`config.mk`:
```
export PLATFORM = sky130hd
export DESIGN_NAME = x86_byte_decoder
export DESIGN_NICKNAME = d
export VERILOG_FILES = /design/src/rtl/x86d_pkg.sv /design/src/rtl/x86d_prefix_class.sv /design/src/rtl/x86d_opcode_class.sv /design/src/rtl/x86d_addr_len.sv /design/src/rtl/x86_byte_decoder.sv
export SDC_FILE = /design/constraint.sdc
export NUM_CORES = 1
export LEC_CHECK = 0
export ABC_CLOCK_PERIOD_IN_PS = 2000
export BUFFER_PORTS_ARGS = -buffer_cell sky130_fd_sc_hd__buf_2
export CAP_MARGIN = 20
export CORE_UTILIZATION = 50
export CTS_BUF_LIST = sky130_fd_sc_hd__clkbuf_8 sky130_fd_sc_hd__clkbuf_16
export DETAILED_ROUTE_END_ITERATION = 6
export PLACE_DENSITY = 0.74
export SLEW_MARGIN = 0
export SYNTH_ARGS = -nofsm -noshare
export SYNTH_HDL_FRONTEND = slang
export SYNTH_SLANG_ARGS = --single-unit
```
`constraint.sdc`:
```
create_clock -name clk -period 2 [get_ports clk]
set_input_delay 0.2 -clock clk [delete_from_list [all_inputs] [get_ports clk]]
set_output_delay 0.2 -clock clk [all_outputs]
set_load 0.005 [all_outputs]
```
`src/rtl/x86d_pkg.sv`:
```
// Shared types for the byte-serial x86 decoder.
// Assumes 32-bit default operand and address size.
package x86d_pkg;
    typedef enum logic [2:0] {
        ST_PFX, ST_MODRM, ST_SIB, ST_DISP, ST_IMM, ST_DONE
    } dec_state_e;

    typedef enum logic [2:0] {
        OPK_BAD, OPK_MOVI, OPK_EXT, OPK_RM, OPK_RM_I8
    } op_kind_e;

    localparam logic [1:0] REP_NONE = 2'd0;
    localparam logic [1:0] REP_NE   = 2'd1;
    localparam logic [1:0] REP_E    = 2'd2;
endpackage

```
`src/rtl/x86d_prefix_class.sv`:
```
// Classifies one byte as a prefix and reports its effect.
// Purely combinational; assumes the caller only uses it before the opcode.
module x86d_prefix_class (
    input  logic [7:0] byte_in,
    output logic       is_pfx,
    output logic       is_lock,
    output logic [1:0] rep_code,
    output logic [2:0] seg_code,
    output logic       is_opsz,
    output logic       is_adsz
);
    import x86d_pkg::*;

    // Decode the prefix byte into flags and codes.
    always_comb begin
        is_lock  = 1'b0;
        rep_code = REP_NONE;
        seg_code = 3'd0;
        is_opsz  = 1'b0;
        is_adsz  = 1'b0;
        case (byte_in)
            8'hF0: is_lock  = 1'b1;
            8'hF2: rep_code = REP_NE;
            8'hF3: rep_code = REP_E;
            8'h26: seg_code = 3'd1;
            8'h2E: seg_code = 3'd2;
            8'h36: seg_code = 3'd3;
            8'h3E: seg_code = 3'd4;
            8'h64: seg_code = 3'd5;
            8'h65: seg_code = 3'd6;
            8'h66: is_opsz  = 1'b1;
            8'h67: is_adsz  = 1'b1;
            default: ;
        endcase
        is_pfx = is_lock | (rep_code != REP_NONE) | (seg_code != 3'd0)
               | is_opsz | is_adsz;
    end
endmodule

```
`src/rtl/x86d_opcode_class.sv`:
```
// Maps a primary opcode byte to its decoding form.
// Combinational; unsupported opcodes map to OPK_BAD.
module x86d_opcode_class (
    input  logic [7:0]         op_in,
    output x86d_pkg::op_kind_e kind
);
    import x86d_pkg::*;

    // Select the opcode form.
    always_comb begin
        if (op_in[7:3] == 5'b10111) begin
            kind = OPK_MOVI;
        end else begin
            case (op_in)
                8'hF7:                kind = OPK_EXT;
                8'h01, 8'h89, 8'h8B:  kind = OPK_RM;
                8'h6B:                kind = OPK_RM_I8;
                default:              kind = OPK_BAD;
            endcase
        end
    end
endmodule

```
`src/rtl/x86d_addr_len.sv`:
```
// From a ModR/M byte, decides whether a SIB byte follows and how many
// displacement bytes the ModR/M alone implies. 32-bit addressing only.
module x86d_addr_len (
    input  logic [1:0] mod_in,
    input  logic [2:0] rm_in,
    output logic       need_sib,
    output logic [2:0] disp_len
);
    // Work out SIB presence and displacement size.
    always_comb begin
        need_sib = (mod_in != 2'b11) && (rm_in == 3'b100);
        case (mod_in)
            2'b00:   disp_len = (rm_in == 3'b101) ? 3'd4 : 3'd0;
            2'b01:   disp_len = 3'd1;
            2'b10:   disp_len = 3'd4;
            default: disp_len = 3'd0;
        endcase
    end
endmodule

```
`src/rtl/x86_byte_decoder.sv`:
```
// Byte-serial decoder for a subset of 32-bit x86 instructions.
// Consumes one byte per in_valid/in_ready handshake and holds one output
// record until out_ready. Assumes 32-bit defaults; 67h is only recorded.
module x86_byte_decoder #(
    parameter int MAX_LEN = 15,
    localparam int LEN_W  = $clog2(MAX_LEN + 1)
) (
    input  logic             clk,
    input  logic             rst_n,
    input  logic             in_valid,
    input  logic [7:0]       in_data,
    output logic             in_ready,
    output logic             out_valid,
    input  logic             out_ready,
    output logic             out_err,
    output logic             out_lock,
    output logic [1:0]       out_rep,
    output logic [2:0]       out_seg,
    output logic             out_op16,
    output logic             out_adsz,
    output logic [7:0]       out_opcode,
    output logic             out_has_modrm,
    output logic [1:0]       out_mod,
    output logic [2:0]       out_reg,
    output logic [2:0]       out_rm,
    output logic             out_has_sib,
    output logic [1:0]       out_scale,
    output logic [2:0]       out_index,
    output logic [2:0]       out_base,
    output logic [31:0]      out_disp,
    output logic [31:0]      out_imm,
    output logic [LEN_W-1:0] out_len
);
    import x86d_pkg::*;

    dec_state_e       state_q, nxt;
    op_kind_e         kind_q, kind_c;
    logic [LEN_W-1:0] cnt_q;
    logic [2:0]       disp_left_q, disp_n;
    logic [2:0]       imm_left_q, imm_n;
    logic [1:0]       pos_q;
    logic             bad;
    logic             fire;

    logic             err_q, lock_q, op16_q, adsz_q, hmod_q, hsib_q;
    logic [1:0]       rep_q, mod_q, scale_q;
    logic [2:0]       seg_q, reg_q, rm_q, index_q, base_q;
    logic [7:0]       opc_q;
    logic [31:0]      disp_q, imm_q;

    logic             p_is, p_lock, p_opsz, p_adsz;
    logic [1:0]       p_rep;
    logic [2:0]       p_seg;
    logic             m_sib;
    logic [2:0]       m_disp;

    x86d_prefix_class u_pfx (
        .byte_in (in_data), .is_pfx (p_is), .is_lock (p_lock),
        .rep_code(p_rep), .seg_code(p_seg), .is_opsz (p_opsz), .is_adsz(p_adsz)
    );

    x86d_opcode_class u_opc (.op_in(in_data), .kind(kind_c));

    x86d_addr_len u_alen (
        .mod_in(in_data[7:6]), .rm_in(in_data[2:0]),
        .need_sib(m_sib), .disp_len(m_disp)
    );

    assign in_ready = (state_q != ST_DONE);
    assign fire     = in_valid && in_ready;

    // Next decode step for the byte on in_data, plus error detection.
    always_comb begin
        nxt    = state_q;
        bad    = 1'b0;
        disp_n = disp_left_q;
        imm_n  = imm_left_q;
        case (state_q)
            ST_PFX: begin
                if (!p_is) begin
                    case (kind_c)
                        OPK_MOVI:  begin imm_n = op16_q ? 3'd2 : 3'd4; nxt = ST_IMM; end
                        OPK_EXT,
                        OPK_RM:    begin imm_n = 3'd0; nxt = ST_MODRM; end
                        OPK_RM_I8: begin imm_n = 3'd1; nxt = ST_MODRM; end
                        default:   bad = 1'b1;
                    endcase
                end
            end
            ST_MODRM: begin
                disp_n = m_disp;
                if (kind_q == OPK_EXT && in_data[5:4] == 2'b00) bad = 1'b1;
                if (m_sib)                  nxt = ST_SIB;
                else if (m_disp != 3'd0)    nxt = ST_DISP;
                else if (imm_n != 3'd0)     nxt = ST_IMM;
                else                        nxt = ST_DONE;
            end
            ST_SIB: begin
                if (mod_q == 2'b00 && in_data[2:0] == 3'b101) disp_n = 3'd4;
                if (disp_n != 3'd0)         nxt = ST_DISP;
                else if (imm_n != 3'd0)     nxt = ST_IMM;
                else                        nxt = ST_DONE;
            end
            ST_DISP: begin
                disp_n = disp_left_q - 3'd1;
                if (disp_n != 3'd0)         nxt = ST_DISP;
                else if (imm_n != 3'd0)     nxt = ST_IMM;
                else                        nxt = ST_DONE;
            end
            ST_IMM: begin
                imm_n = imm_left_q - 3'd1;
                nxt   = (imm_n != 3'd0) ? ST_IMM : ST_DONE;
            end
            default: ;
        endcase
        if (!bad && nxt != ST_DONE && cnt_q == LEN_W'(MAX_LEN - 1)) bad = 1'b1;
    end

    // Control state, counters and record fields.
    always_ff @(posedge clk) begin
        if (!rst_n || (state_q == ST_DONE && out_ready)) begin
            state_q <= ST_PFX;  kind_q <= OPK_BAD;  cnt_q <= '0;
            disp_left_q <= '0;  imm_left_q <= '0;   pos_q <= '0;
            err_q <= 1'b0;  lock_q <= 1'b0;  op16_q <= 1'b0;  adsz_q <= 1'b0;
            hmod_q <= 1'b0; hsib_q <= 1'b0;  rep_q <= '0;     seg_q <= '0;
            mod_q <= '0;    scale_q <= '0;   reg_q <= '0;     rm_q <= '0;
            index_q <= '0;  base_q <= '0;    opc_q <= '0;
            disp_q <= '0;   imm_q <= '0;
        end else if (fire) begin
            cnt_q       <= cnt_q + 1'b1;
            disp_left_q <= disp_n;
            imm_left_q  <= imm_n;
            state_q     <= bad ? ST_DONE : nxt;
            err_q       <= bad;
            case (state_q)
                ST_PFX: begin
                    if (p_is) begin
                        if (p_lock) lock_q <= 1'b1;
                        if (p_rep != REP_NONE) rep_q <= p_rep;
                        if (p_seg != 3'd0) seg_q <= p_seg;
                        if (p_opsz) op16_q <= 1'b1;
                        if (p_adsz) adsz_q <= 1'b1;
                    end else begin
                        opc_q  <= in_data;
                        kind_q <= kind_c;
                        if (kind_c == OPK_MOVI) reg_q <= in_data[2:0];
                    end
                end
                ST_MODRM: begin
                    hmod_q <= 1'b1;
                    mod_q  <= in_data[7:6];
                    reg_q  <= in_data[5:3];
                    rm_q   <= in_data[2:0];
                end
                ST_SIB: begin
                    hsib_q  <= 1'b1;
                    scale_q <= in_data[7:6];
                    index_q <= in_data[5:3];
                    base_q  <= in_data[2:0];
                end
                ST_DISP: begin
                    disp_q[{pos_q, 3'b000} +: 8] <= in_data;
                    pos_q <= (disp_n == 3'd0) ? 2'd0 : pos_q + 2'd1;
                    if (disp_n == 3'd0 && mod_q == 2'b01)
                        disp_q[31:8] <= {24{in_data[7]}};
                end
                ST_IMM: begin
                    imm_q[{pos_q, 3'b000} +: 8] <= in_data;
                    pos_q <= pos_q + 2'd1;
                    if (kind_q == OPK_RM_I8)
                        imm_q[31:8] <= {24{in_data[7]}};
                end
                default: ;
            endcase
        end
    end

    assign out_valid     = (state_q == ST_DONE);
    assign out_err       = err_q;
    assign out_lock      = lock_q;
    assign out_rep       = rep_q;
    assign out_seg       = seg_q;
    assign out_op16      = op16_q;
    assign out_adsz      = adsz_q;
    assign out_opcode    = opc_q;
    assign out_has_modrm = hmod_q;
    assign out_mod       = mod_q;
    assign out_reg       = reg_q;
    assign out_rm        = rm_q;
    assign out_has_sib   = hsib_q;
    assign out_scale     = scale_q;
    assign out_index     = index_q;
    assign out_base      = base_q;
    assign out_disp      = disp_q;
    assign out_imm       = imm_q;
    assign out_len       = cnt_q;

    // no byte is taken while a record waits.
    a_r12_ready_low: assert property (@(posedge clk) disable iff (!rst_n)
        out_valid |-> !in_ready);

    // an unaccepted record stays put.
    a_r12_hold: assert property (@(posedge clk) disable iff (!rst_n)
        (out_valid && !out_ready) |=> (out_valid && $stable(out_len)
            && $stable(out_opcode) && $stable(out_imm) && $stable(out_disp)));

    // a finished record has a length inside the limit.
    a_r9_len_range: assert property (@(posedge clk) disable iff (!rst_n)
        out_valid |-> (out_len != '0 && out_len <= LEN_W'(MAX_LEN)));

    // register-direct ModR/M carries no SIB and no displacement.
    a_r6_reg_direct: assert property (@(posedge clk) disable iff (!rst_n)
        (out_valid && !out_err && out_has_modrm && out_mod == 2'b11)
            |-> (!out_has_sib && out_disp == 32'd0));

    // a SIB byte only follows a memory ModR/M with r/m 100b.
    a_r7_sib_cond: assert property (@(posedge clk) disable iff (!rst_n)
        (out_valid && out_has_sib)
            |-> (out_has_modrm && out_mod != 2'b11 && out_rm == 3'b100));

    // move-immediate names its register from the opcode, no ModR/M.
    a_r3_movi_reg: assert property (@(posedge clk) disable iff (!rst_n)
        (out_valid && !out_err && out_opcode[7:3] == 5'b10111)
            |-> (!out_has_modrm && out_reg == out_opcode[2:0]));
endmodule

```
==> impl_metrics.ini <==
[detailed_routing]
drt_iter0_drc = 471
ant_nets = 0
dr.pass1.iters = 5
routed_wl_mm = 18.7
drc_errors = 0
dr_total_vias = 6137
wl_per_cell_um = 17.7
post_drt_via_cell_ratio = 5.80

[finish]
nets = 927
antenna_cells = 0
drive_gt1_share_pct = 33.2
final_util_pct = 69.6
fin_cells = 1059
area_growth_pct = 34.8
fin_area_um2 = 7980

[worst_setup_path]
crit_arrival_ps = 2480
endpoint_kind = flip-flop
crit_fanout = 19
critPathLaunchType = flip-flop
path_class = reg -> reg
required_ps = 2330

[logic_synthesis]
ys_types = 68
synth_top_area_share_pct = 39.6
synth_edf_count = 0
synth_top_cell_by_area = dfxtp_1
synth_area_um2 = 5920
ys.flop_type = dfxtp_1
synth_fp_nets = 763
syn_inst = 739
yosysWarnings = 0
synth_area_leaders = dfxtp_1 40%, a21oi_1 6.8%, o21ai_0 6.8%
async_flop_share_pct = 0
avgSynthCellArea_um2 = 8.01
ys_ff_latch = 117
seq_area_frac_synth_pct = 39.6

[sta]
hold_viol = 0
rsz0062_at_grt = true
setup_viol = 20
skew_ps = 4.88
finalMaxSlewViolations = 0
worst_slack_ps = -141
period_needed_ps = 2140
post-route-period-util_pct = 107
slew_headroom_pct = 62.7
timing.fmax_mhz = 467
tightest_slew_ps = 558

[placement]
dpl_cell_area_um2 = 7220
hpwl_mm = 12.7
preCtsSetupSlack_ps = -89.9
port_buffers = 116
post-place-cells = 1022
globalplace.congestion = 0.846

[pwr]
vdd_drop_max_uv = 713
p_per_area_nw_per_um2 = 807
power_uw = 6440
p_leak_uw = 0.00336

[die]
die_area_um2 = 12300
fp.dieH_um = 111
io_pins = 117
fp.coreArea_um2 = 11500
rows = 39
initial_core_util_pct = 51.6
dieWidth_um = 111

[global_route]
antenna_found_initial = 0
grt_max_degree = 68
grt_pass1_wl_mm = 29.4
first_global_vias = 5742
gr-usage-all-layers_pct = 30.2
overflow = 0

[cts]
clk_latency_ps = 430
htreeDepth = 4
cts_buffers = 17
numClockSinks = 117
cts_hold_buf = 0
clkTransAtPathRegs_ps = 60
clockBufferDepth = 2
cts_tree = done
root_buffer = clkbuf_16

[run_status]
outcome = complete, but fails checks
violations = setup timing

[job]
maxCapViolCount = 0

[worst_hold_path]
min_path_type = in -> reg
-- metrics by stage --
step / hold WS, ps / TNS, ps
after global routing: 203 / -3340
after detailed placement: 449 / -1130
after CTS: 150 / -18.3
final: 170 / -1870
after floorplan: 450 / -283
after global placement: 442 / -423
-- area by class of cell --
| cell class | instances | area (µm²) |
|---|---|---|
| Fill cell | 898 | 3480 |
| Multi-Input combinational cell | 538 | 3370 |
| Timing Repair Buffer | 211 | 1430 |
| Inverter | 18 | 70.1 |
| Tap cell | 143 | 179 |
| Clock inverter | 15 | 156 |
| Sequential cell | 117 | 2350 |
| Clock buffer | 17 | 425 |
-- timing repair --
action                                  4_1_cts  5_1_grt
endpoints found under the setup margin       19       46
gates resized for setup                       7       27
pin swaps                                     1        3
buffers inserted                              2        3
-- critical path: stages (launching register included) --
cell and delay [ps]:
dfxtp_4 370, nor2b_4 120, a22o_1 210, a311oi_2 310
nand4b_2 180, o31a_1 370, buf_12 190, a221oi_4 280
-- cells in the mapped netlist, types with 5 or more instances --
library cell  instances
nor3b_1               6
dfxtp_1             117
nor3_1                8
nand3_1               9
buf_2                12
nor2_1              104
inv_1                18
o21a_1                5
o211ai_1             10
nand2_1              85
ha_1                 12
nor2b_1               5
and2_1                7
a21oi_1              80
o21ai_0              80
nor4_1                5
a211oi_1              7
clkbuf_1             47
a221oi_2             20
mux2i_1              21
-- cell families after synthesis --
| logic type | after synthesis | share of synthesized area, % |
|---|---|---|
| AOI/OAI and AO/OA | 237 | 26.5 |
| xor gates and xnor gates | 6 | 0.888 |
| adders and majority gates | 12 | 2.54 |
| buffers and inverters | 84 | 6.08 |
| DFF | 117 | 39.6 |
| muxes | 24 | 4.12 |
| and+or+nand+nor | 259 | 20.3 |
-- final timing paths --
check | from | end | slack [ps] | depth (start not counted)
hold / removal | in_data[4] | out_opcode[4] | 170 | 3
setup reg to reg | state_q[1] | out_disp[17] | -140 | 7
setup / recovery | state_q[1] | out_disp[17] | -140 | 7
hold reg to reg | out_index[2] | out_index[2] | 450 | 2
-- power by group --
part	switching [µW]	internal [µW]	leakage [µW]
sequential	50.3	2400	0.000948
combinational	573	419	0.00212
clock	1170	1840	0.000284
-- layer usage --
metal / part of all wire [%] / vias up / GRT usage [%]
li1: - / 2935 / -
met1: 44 / 2903 / 39.3
met2: 47 / 252 / 47.6
met3: 7.3 / 47 / 7.60
met4: 2.2 / 0 / 12.3
met5: 0 / - / 0
-- placed cells by master, fill, tap and decap left out, types with 4 or more instances in the layout --
cell type / instances
nor4_1: 4
a21oi_1: 80
nor3b_1: 4
clkbuf_16: 17
buf_4: 82
dfxtp_1: 114
mux2i_1: 21
clkinv_4: 4
o21a_1: 4
buf_12: 10
o21ai_0: 78
o211ai_1: 10
buf_2: 116
nor2b_4: 4
a211oi_1: 6
nor2_1: 103
nand3_1: 9
clkinv_2: 4
and2_1: 6
nand2_1: 84
ha_1: 11
nand2b_1: 4
inv_1: 15
a221oi_2: 19
nor3_1: 6
Power figures use the tool's default switching activity.
